--- src/rtl/pullcfg_pkg.sv ---
package pullcfg_pkg;

  typedef enum logic [1:0] {
    PULL_OFF  = 2'd0,
    PULL_DOWN = 2'd1,
    PULL_UP   = 2'd2
  } pull_e;

  // Map the unused code onto off, so that a stored state is never 3.
  function automatic logic [1:0] legal_pull(input logic [1:0] raw);
    return (raw == 2'd3) ? PULL_OFF : raw;
  endfunction

  // Number of pins that really exist in bank b.
  function automatic int live_bits(input int pins, input int per_bank, input int b);
    int rest;
    rest = pins - b * per_bank;
    return (rest > per_bank) ? per_bank : rest;
  endfunction

endpackage

--- src/rtl/pull_ctrl_timer.sv ---
module pull_ctrl_timer #(
  parameter int SETUP_CYCLES = 150,
  localparam int CNT_W = $clog2(SETUP_CYCLES + 1)
) (
  input  logic       clk,
  input  logic       rst_n,
  input  logic       ctrl_wr,
  input  logic [1:0] ctrl_raw,
  output logic [1:0] ctrl_q,
  output logic       setup_ok
);
  import pullcfg_pkg::*;

  logic [1:0]       ctrl_new;
  logic             ctrl_change;
  logic [CNT_W-1:0] age_q;

  assign ctrl_new    = legal_pull(ctrl_raw);
  assign ctrl_change = ctrl_wr && (ctrl_new != ctrl_q);

  // age_q counts the edges since the control value last changed (1 at the change edge).
  always_ff @(posedge clk or negedge rst_n) begin
    if (!rst_n) begin
      ctrl_q <= PULL_OFF;
      age_q  <= '0;
    end else begin
      if (ctrl_wr) ctrl_q <= ctrl_new;
      if (ctrl_change)                          age_q <= CNT_W'(1);
      else if (age_q < CNT_W'(SETUP_CYCLES))    age_q <= age_q + CNT_W'(1);
    end
  end

  assign setup_ok = (age_q >= CNT_W'(SETUP_CYCLES));

  p_age_bounded_r4: assert property (@(posedge clk) disable iff (!rst_n)
    age_q <= CNT_W'(SETUP_CYCLES));

  generate
    if (SETUP_CYCLES > 1) begin : g_restart_chk
      p_change_restarts_r5: assert property (@(posedge clk) disable iff (!rst_n)
        ctrl_change |=> !setup_ok);
    end
  endgenerate

  p_same_value_keeps_r8: assert property (@(posedge clk) disable iff (!rst_n)
    (ctrl_wr && !ctrl_change && setup_ok) |=> setup_ok);

endmodule

--- src/rtl/pull_mask_bank.sv ---
module pull_mask_bank #(
  parameter int LIVE = 32
) (
  input  logic            clk,
  input  logic            rst_n,
  input  logic            mask_wr,
  input  logic [LIVE-1:0] mask_data,
  output logic [LIVE-1:0] rise
);
  logic [LIVE-1:0] mask_q;

  always_ff @(posedge clk or negedge rst_n) begin
    if (!rst_n)       mask_q <= '0;
    else if (mask_wr) mask_q <= mask_data;
  end

  assign rise = mask_wr ? (mask_data & ~mask_q) : '0;

  p_rise_needs_low_r6: assert property (@(posedge clk) disable iff (!rst_n)
    (rise != '0) |=> ((mask_q & $past(rise)) == $past(rise)));

  p_quiet_without_write_r6: assert property (@(posedge clk) disable iff (!rst_n)
    !mask_wr |=> $stable(mask_q));

endmodule

--- src/rtl/pull_strobe_latch.sv ---
module pull_strobe_latch #(
  parameter int NUM_PINS     = 54,
  parameter int BANK_W       = 32,
  parameter int SETUP_CYCLES = 150,
  localparam int NUM_BANKS   = (NUM_PINS + BANK_W - 1) / BANK_W,
  localparam int ADDR_W      = $clog2(NUM_BANKS + 1),
  localparam int SEL_W       = $clog2(NUM_PINS)
) (
  input  logic                  clk,
  input  logic                  rst_n,
  input  logic                  wr_en,
  input  logic [ADDR_W-1:0]     wr_addr,
  input  logic [BANK_W-1:0]     wr_data,
  input  logic [SEL_W-1:0]      dbg_sel,
  output logic [1:0]            dbg_pull_o,
  output logic [2*NUM_PINS-1:0] pull_o,
  output logic                  setup_err_o
);
  import pullcfg_pkg::*;

  logic [1:0]          ctrl_q;
  logic                setup_ok;
  logic [NUM_PINS-1:0] pin_rise;
  logic [NUM_PINS-1:0] cap;
  logic                early_strobe;
  logic [1:0]          pull_q [NUM_PINS];

  pull_ctrl_timer #(.SETUP_CYCLES(SETUP_CYCLES)) i_timer (
    .clk      (clk),
    .rst_n    (rst_n),
    .ctrl_wr  (wr_en && (wr_addr == '0)),
    .ctrl_raw (wr_data[1:0]),
    .ctrl_q   (ctrl_q),
    .setup_ok (setup_ok)
  );

  generate
    for (genvar b = 0; b < NUM_BANKS; b++) begin : g_bank
      localparam int LIVE = live_bits(NUM_PINS, BANK_W, b);
      logic [LIVE-1:0] bank_rise;
      pull_mask_bank #(.LIVE(LIVE)) i_bank (
        .clk       (clk),
        .rst_n     (rst_n),
        .mask_wr   (wr_en && (wr_addr == ADDR_W'(b + 1))),
        .mask_data (wr_data[LIVE-1:0]),
        .rise      (bank_rise)
      );
      assign pin_rise[b*BANK_W +: LIVE] = bank_rise;
    end
  endgenerate

  assign cap          = setup_ok ? pin_rise : '0;
  assign early_strobe = (pin_rise != '0) && !setup_ok;

  always_ff @(posedge clk or negedge rst_n) begin
    if (!rst_n)            setup_err_o <= 1'b0;
    else if (early_strobe) setup_err_o <= 1'b1;
  end

  generate
    for (genvar i = 0; i < NUM_PINS; i++) begin : g_pin
      always_ff @(posedge clk or negedge rst_n) begin
        if (!rst_n)      pull_q[i] <= PULL_OFF;
        else if (cap[i]) pull_q[i] <= ctrl_q;
      end
      assign pull_o[2*i +: 2] = pull_q[i];

      p_hold_unstrobed_r7: assert property (@(posedge clk) disable iff (!rst_n)
        !cap[i] |=> $stable(pull_q[i]));
      p_capture_value_r4: assert property (@(posedge clk) disable iff (!rst_n)
        cap[i] |=> (pull_q[i] == $past(ctrl_q)));
      p_legal_state_r10: assert property (@(posedge clk) disable iff (!rst_n)
        pull_q[i] != 2'd3);
    end
  endgenerate

  always_comb begin
    dbg_pull_o = PULL_OFF;
    for (int i = 0; i < NUM_PINS; i++)
      if (dbg_sel == SEL_W'(i)) dbg_pull_o = pull_q[i];
  end

  p_early_flags_r5: assert property (@(posedge clk) disable iff (!rst_n)
    early_strobe |=> setup_err_o);
  p_flag_sticky_r11: assert property (@(posedge clk) disable iff (!rst_n)
    setup_err_o |=> setup_err_o);

endmodule

--- config.mk ---
export PLATFORM = sky130hd
export DESIGN_NAME = pull_strobe_latch
export DESIGN_NICKNAME = d
export VERILOG_FILES = /design/src/rtl/pullcfg_pkg.sv /design/src/rtl/pull_ctrl_timer.sv /design/src/rtl/pull_mask_bank.sv /design/src/rtl/pull_strobe_latch.sv
export SDC_FILE = /design/constraint.sdc
export NUM_CORES = 1
export LEC_CHECK = 0
export ABC_AREA = 1
export ABC_CLOCK_PERIOD_IN_PS = 3600
export BUFFER_PORTS_ARGS = -buffer_cell sky130_fd_sc_hd__buf_2
export CAP_MARGIN = 10
export CORE_ASPECT_RATIO = 1.25
export CORE_MARGIN = 2
export CORE_UTILIZATION = 58
export CTS_BUF_LIST = sky130_fd_sc_hd__clkbuf_4 sky130_fd_sc_hd__clkbuf_8
export DETAILED_ROUTE_END_ITERATION = 12
export PLACE_DENSITY = 0.92
export SLEW_MARGIN = 20
export SYNTH_ARGS = -nofsm -noshare
export SYNTH_HDL_FRONTEND = slang
export SYNTH_SLANG_ARGS = --single-unit
--- constraint.sdc ---
create_clock -name clk -period 3.6 [get_ports clk]
set_clock_uncertainty 0.2 [all_clocks]
set_input_delay 0.18 -clock clk [delete_from_list [all_inputs] [get_ports clk]]
set_output_delay 0.18 -clock clk [all_outputs]
set_load 0.01 [all_outputs]
* Word-level counts from Yosys, hierarchy flattened
Index checks and enable logic that the tools add are counted.
W data, S select, Z words.
** Word-level totals
- Word-level logic and storage cells :: 193
- Output and inout bits :: 111
- Input port bits :: 43
- Register bits after elaboration :: 173
** Operators by class
- Eq/ne operators :: 57
- Add/subtract/negate cells :: 1
- Multiplexer cells :: 60
- Reduce and logical (&&, ||, !) cells :: 10
- Bitwise gates (word level) :: 4
- Order comparisons :: 2
** Operator list (number)
- $eq A6 B6 Y1 const B :: 22
- $mux W2 :: 55
- $eq A6 B5 Y1 const B :: 16
- $mux W54 :: 1
- $reduce_bool A54 Y1 :: 1
- $eq A6 B4 Y1 const B :: 8
- $and A32 B32 Y32 :: 1
- $mux W32 :: 1
- $not A32 Y32 :: 1
- $eq A6 B3 Y1 const B :: 4
- $and A22 B22 Y22 :: 1
- $mux W22 :: 1
- $not A22 Y22 :: 1
- $mux W8 :: 2
- $eq A6 B2 Y1 const B :: 2
- $add A8 B1 Y8 const B :: 1
- $ge A8 B8 Y1 const B :: 1
- $lt A8 B8 Y1 const B :: 1
- $eq A6 B1 Y1 const B :: 1
- $logic_not A6 Y1 :: 1
- $logic_and A1 B1 Y1 :: 5
- $eq A2 B2 Y1 const B :: 2
- $eq A2 B1 Y1 const B :: 1
- $logic_not A2 Y1 :: 1
- other kinds (3) :: 3

* Logic depth before layout (Yosys ltp)
- Depth in word-level cells :: 55
- Gate-level depth with buffers :: 33
- Depth with buffers taken out :: 33

* Modules after synthesis
Synthesis repeated with hierarchy kept, for this count alone.
** Unflattened totals
- Cells, all modules :: 1072
- Area total of the unflattened synthesis :: 8257.9 µm²
** Modules (own cells, without submodules)
- pull_strobe_latch :: sequential area each 2727.6 µm², instances 1, cells an instance 700, area each 5311.3 µm²
- pull_mask_bank at g_bank[0].i_bank :: sequential area each 800.8 µm², instances 1, cells an instance 168, area each 1352.5 µm²
- pull_mask_bank at g_bank[1].i_bank :: sequential area each 550.5 µm², instances 1, cells an instance 115, area each 942.2 µm²
- pull_ctrl_timer :: sequential area each 250.2 µm², instances 1, cells an instance 89, area each 651.9 µm²

* Worst setup path after synthesis
No wires, ideal clock.
- Path kind :: reg2out
- Start :: register pull_q, in the netlist pull_o[3]
- End :: output port dbg_pull_o[1]
- Path slack :: 0.687 ns
- Stages on the path, launching flop included :: 29
- Arrival :: 2.533 ns
- Required time :: 3.220 ns
- Cell sequence :: dfrtp_1 > nand4_1 > nand2_1 > nor2_2 > nand4_1 > nand2_1 > nand4_1 > nor2_1 > nand4_1 > nor2_1 > nand4_1 > nor2_1 > nand4_1 > nor2_1 > nand4_1 > nor2_1 > nand4_1 > nor2_1 > nand4_1 > nor2_1 > nand4_1 > nor2_1 > nand4_1 > nor2_1 > nand4_1 > nor2_1 > nand4_1 > nor2_1 > nand4_1
** On the way
- Word-level cells in the longest chain between the ends :: 53
** Ends and longest elaborated chain
- from (decl) :: line pull_strobe_latch.sv:26 : logic [1:0] pull_q [NUM_PINS];
- from (signal, indexed assignment) :: line pull_strobe_latch.sv:64 : else if (cap[i]) pull_q[i] <= ctrl_q;
- $mux W2 (53 in a row) :: line pull_strobe_latch.sv:80 : if (dbg_sel == SEL_W'(i)) dbg_pull_o = pull_q[i];
- to (decl) :: line pull_strobe_latch.sv:15 : output logic [1:0] dbg_pull_o,
No other way between the ends.

* Worst setup path after layout
- Start :: register pull_q, in the netlist pull_o[5]
- End :: output port dbg_pull_o[1]
** On the way
- Word-level cells in the longest chain between the ends :: 52
** Ends and longest elaborated chain (line)
- $mux W2 (52 in a row) :: pull_strobe_latch.sv:80
No other way between the ends.

==> impl_metrics.ini <==
[critical_path]
worstReg2RegStart = i_timer.age_q[1]$_DFFE_PN0P_
r2r_slack_ns = 1.05
regToRegEndpoint = pull_o[62]$_DFFE_PN0P_
cp.required_ns = 3.22
setup.worst_path.class = register to output pin
cp.arrival_ns = 3.76
path_delay_family = simple AND/OR/NAND/NOR gates
critPathMaxStageDelay_ns = 0.40
r2r_cells = 9
critPathBufInv = 2
critPathLaunchType = register
crit_path_end_kind = output pin
path_max_fanout = 3
cpMostUsedCell = nand4_1
slowest_stage = dfrtp_1

[clock_tree]
cts_tree = yes
clockRootBuffer = clkbuf_8
clk_pin_slew_worst_paths_ns = 0.10
clockBufferDepth = 2
htreeDepth = 4
cts_made_buffers = 17
clk_latency_ns = 0.47
cts.sinks = 173

[sta]
worst_pin_slew_ns = 0.968
fin_crit_ns = 4.14
fin_ws_ns = -0.545
whs_ns = 0.197
setup_viol = 2
rsz0062_at_grt = true
hold_viol = 0
finalMaxSlewViolations = 0
fmax_ghz = 0.241
fin_crit_sh_pct = 115
relSlewSlack_pct = 35.4
tns_ns = -1.02

[yosys]
ys.flop_type = dfrtp_1
yosysMostFrequentCell = nand2_1
ys_seq_area_share_pct = 52.9
syn_area_um2 = 8190
async_flop_share_pct = 100
synth_edf_count = 0
synthTopCellsByArea = dfrtp_1 (53%), nand2_1 (15%), o21ai_0 (10%)
synth_top_cells_by_count = nand2_1 (335), dfrtp_1 (173), o21ai_0 (166)
synth_top_area_share_pct = 52.9
synth_cell_types = 31
ys_ff_latch = 173
yosys.area.top_type = dfrtp_1
syn_inst = 1053
yosys_warnings = 0
post_synth.cell_area_avg_um2 = 7.77
synth_nets = 1098

[route]
dr_total_vias = 8334
drc_errors = 0
drt_iter0_markers = 979
drt_pass1_iterations = 6
wl_um = 26000
drtAntennaViolNets = 0
vias_per_cell = 5.78
wl_per_cell_um = 18.0

[global_routing]
grt_max_degree = 109
grt_pass1_wl_um = 39700
grt_pass1_vias = 7671
antenna_found_initial = 0
grt.total_usage_pct = 35.2
overflow = 0

[placement]
dpl.hpwl_um = 18700
finalWeightedCongestion = 1.02
port_buffers = 153
placed_cells = 1371
dp_slack_ns = 0.00152

[die]
die_h_um = 137
core_area_um2 = 13800
die_w_um = 110
die_area_um2 = 15100
rows = 48
io_pins = 154
start_util_pct = 59.3

[run]
max_cap_violations = 0

[final_layout]
fin_cells = 1442
fin_nets = 1299
n_antenna_cell = 0
syn_to_final_growth_pct = 22.9
drive_gt1_share_pct = 18.5

[run_status]
violations = setup timing
status = complete, but fails checks

[power]
peakVddDrop_v = 0.000301
p_leak_nw = 5.05
total_power_mw = 5.05
p_per_area_nw_per_um2 = 502

[hold_path]
holdCritPathClass = primary input to async pin
-- through the flow --
| stage | instance area [um2] | utilization [%] |
|---|---|---|
| floorplan | 8190 | - |
| global placement | 9240 | 66.9 |
| detailed placement | 9240 | 66.9 |
| CTS | 10100 | 72.8 |
| global route | 10100 | 72.8 |
| finish | 10100 | 72.8 |
-- layer usage --
layer / vias to the layer above / track usage (%) / routed length [um]
li1: 3817 / - / -
met1: 3833 / 45.9 / 9720
met2: 535 / 55.9 / 12300
met3: 149 / 6.43 / 2380
met4: 0 / 18.3 / 1590
met5: - / 0 / 0
-- registers in the layout (all words and copies together), names as in the netlist --
register	flops
g_bank.i_bank.mask_q	54
i_timer.age_q	8
i_timer.ctrl_q	2
pull_o	108
setup_err_o	1
-- worst reg2reg max path, cell delays in order (launching register included) --
cell	delay, ns
dfrtp_1	0.43
nand2_1	0.08
nand2_1	0.06
nand3_1	0.06
nand2_1	0.15
a41oi_1	0.08
inv_2	0.71
nand2_1	0.41
nand2_1	0.13
o21ai_0	0.09
-- cell families (layout without fill, tap and decap cells) --
kind of cell | Yosys count | count (layout) | share of synthesized area [%]
simple gates | 564 | 564 | 29.4
compound gates | 180 | 180 | 11.1
flops | 173 | 173 | 52.9
buf+inv | 133 | 347 | 6.22
fa+ha+maj | 2 | 2 | 0.306
xor+xnor | 1 | 1 | 0.107
-- worst max path at each step --
stage | slack [ns] | cells after the start | endpoint | from
global placement | 0.05 | 31 | dbg_pull_o[1] | dbg_sel[2]
CTS | -0.47 | 29 | dbg_pull_o[1] | pull_o[3]$_DFFE_PN0P_
finish | -0.54 | 29 | dbg_pull_o[1] | pull_o[5]$_DFFE_PN0P_
floorplan | 0.69 | 28 | dbg_pull_o[1] | pull_o[3]$_DFFE_PN0P_
global route | -0.87 | 31 | dbg_pull_o[0] | pull_o[2]$_DFFE_PN0P_
detailed placement | 0.002 | 31 | dbg_pull_o[1] | dbg_sel[2]
-- cell usage in the layout (no fill, tap or decap), types with 3 or more instances in the layout --
cell	Yosys	routed
nor3b_1	9	9
dlygate4sd3_1	0	36
inv_6	0	6
a21oi_1	11	10
nor2_2	4	6
nor3_1	34	33
inv_1	97	96
and3_1	5	5
nor4_1	15	15
bufinv_16	0	3
nor2_4	3	3
nand4_1	34	34
o21ai_0	166	166
clkinv_4	0	3
nand3_1	9	8
dfrtp_1	173	173
clkbuf_8	0	18
inv_2	2	3
buf_4	0	24
nand2_1	335	335
nor2_1	107	105
buf_2	0	152
-- timing repair --
item / 4_1_cts / 5_1_grt
hold endpoints to repair: 206 / 0
setup endpoints to repair: 2 / 2
gates resized for setup: 3 / 0
hold buffers: 36 / 0
pin swaps: 2 / 0
setup buffers: 3 / 0
-- area by class of cell --
type,instances,area [um2]
Clock buffer,19,255
Clock inverter,13,176
Fill cell,1076,3750
Inverter,101,382
Multi-Input combinational cell,747,3370
Sequential cell,173,4330
Tap cell,175,219
Timing Repair Buffer,214,1330
-- report_power, final --
| group | total, mW | switching, mW | internal, mW |
|---|---|---|---|
| registers | 2.57 | 0.308 | 2.26 |
| logic | 0.989 | 0.610 | 0.379 |
| clock network | 1.49 | 0.760 | 0.729 |
| total | 5.05 | 1.68 | 3.37 |
(Power assumes the default switching activity.)
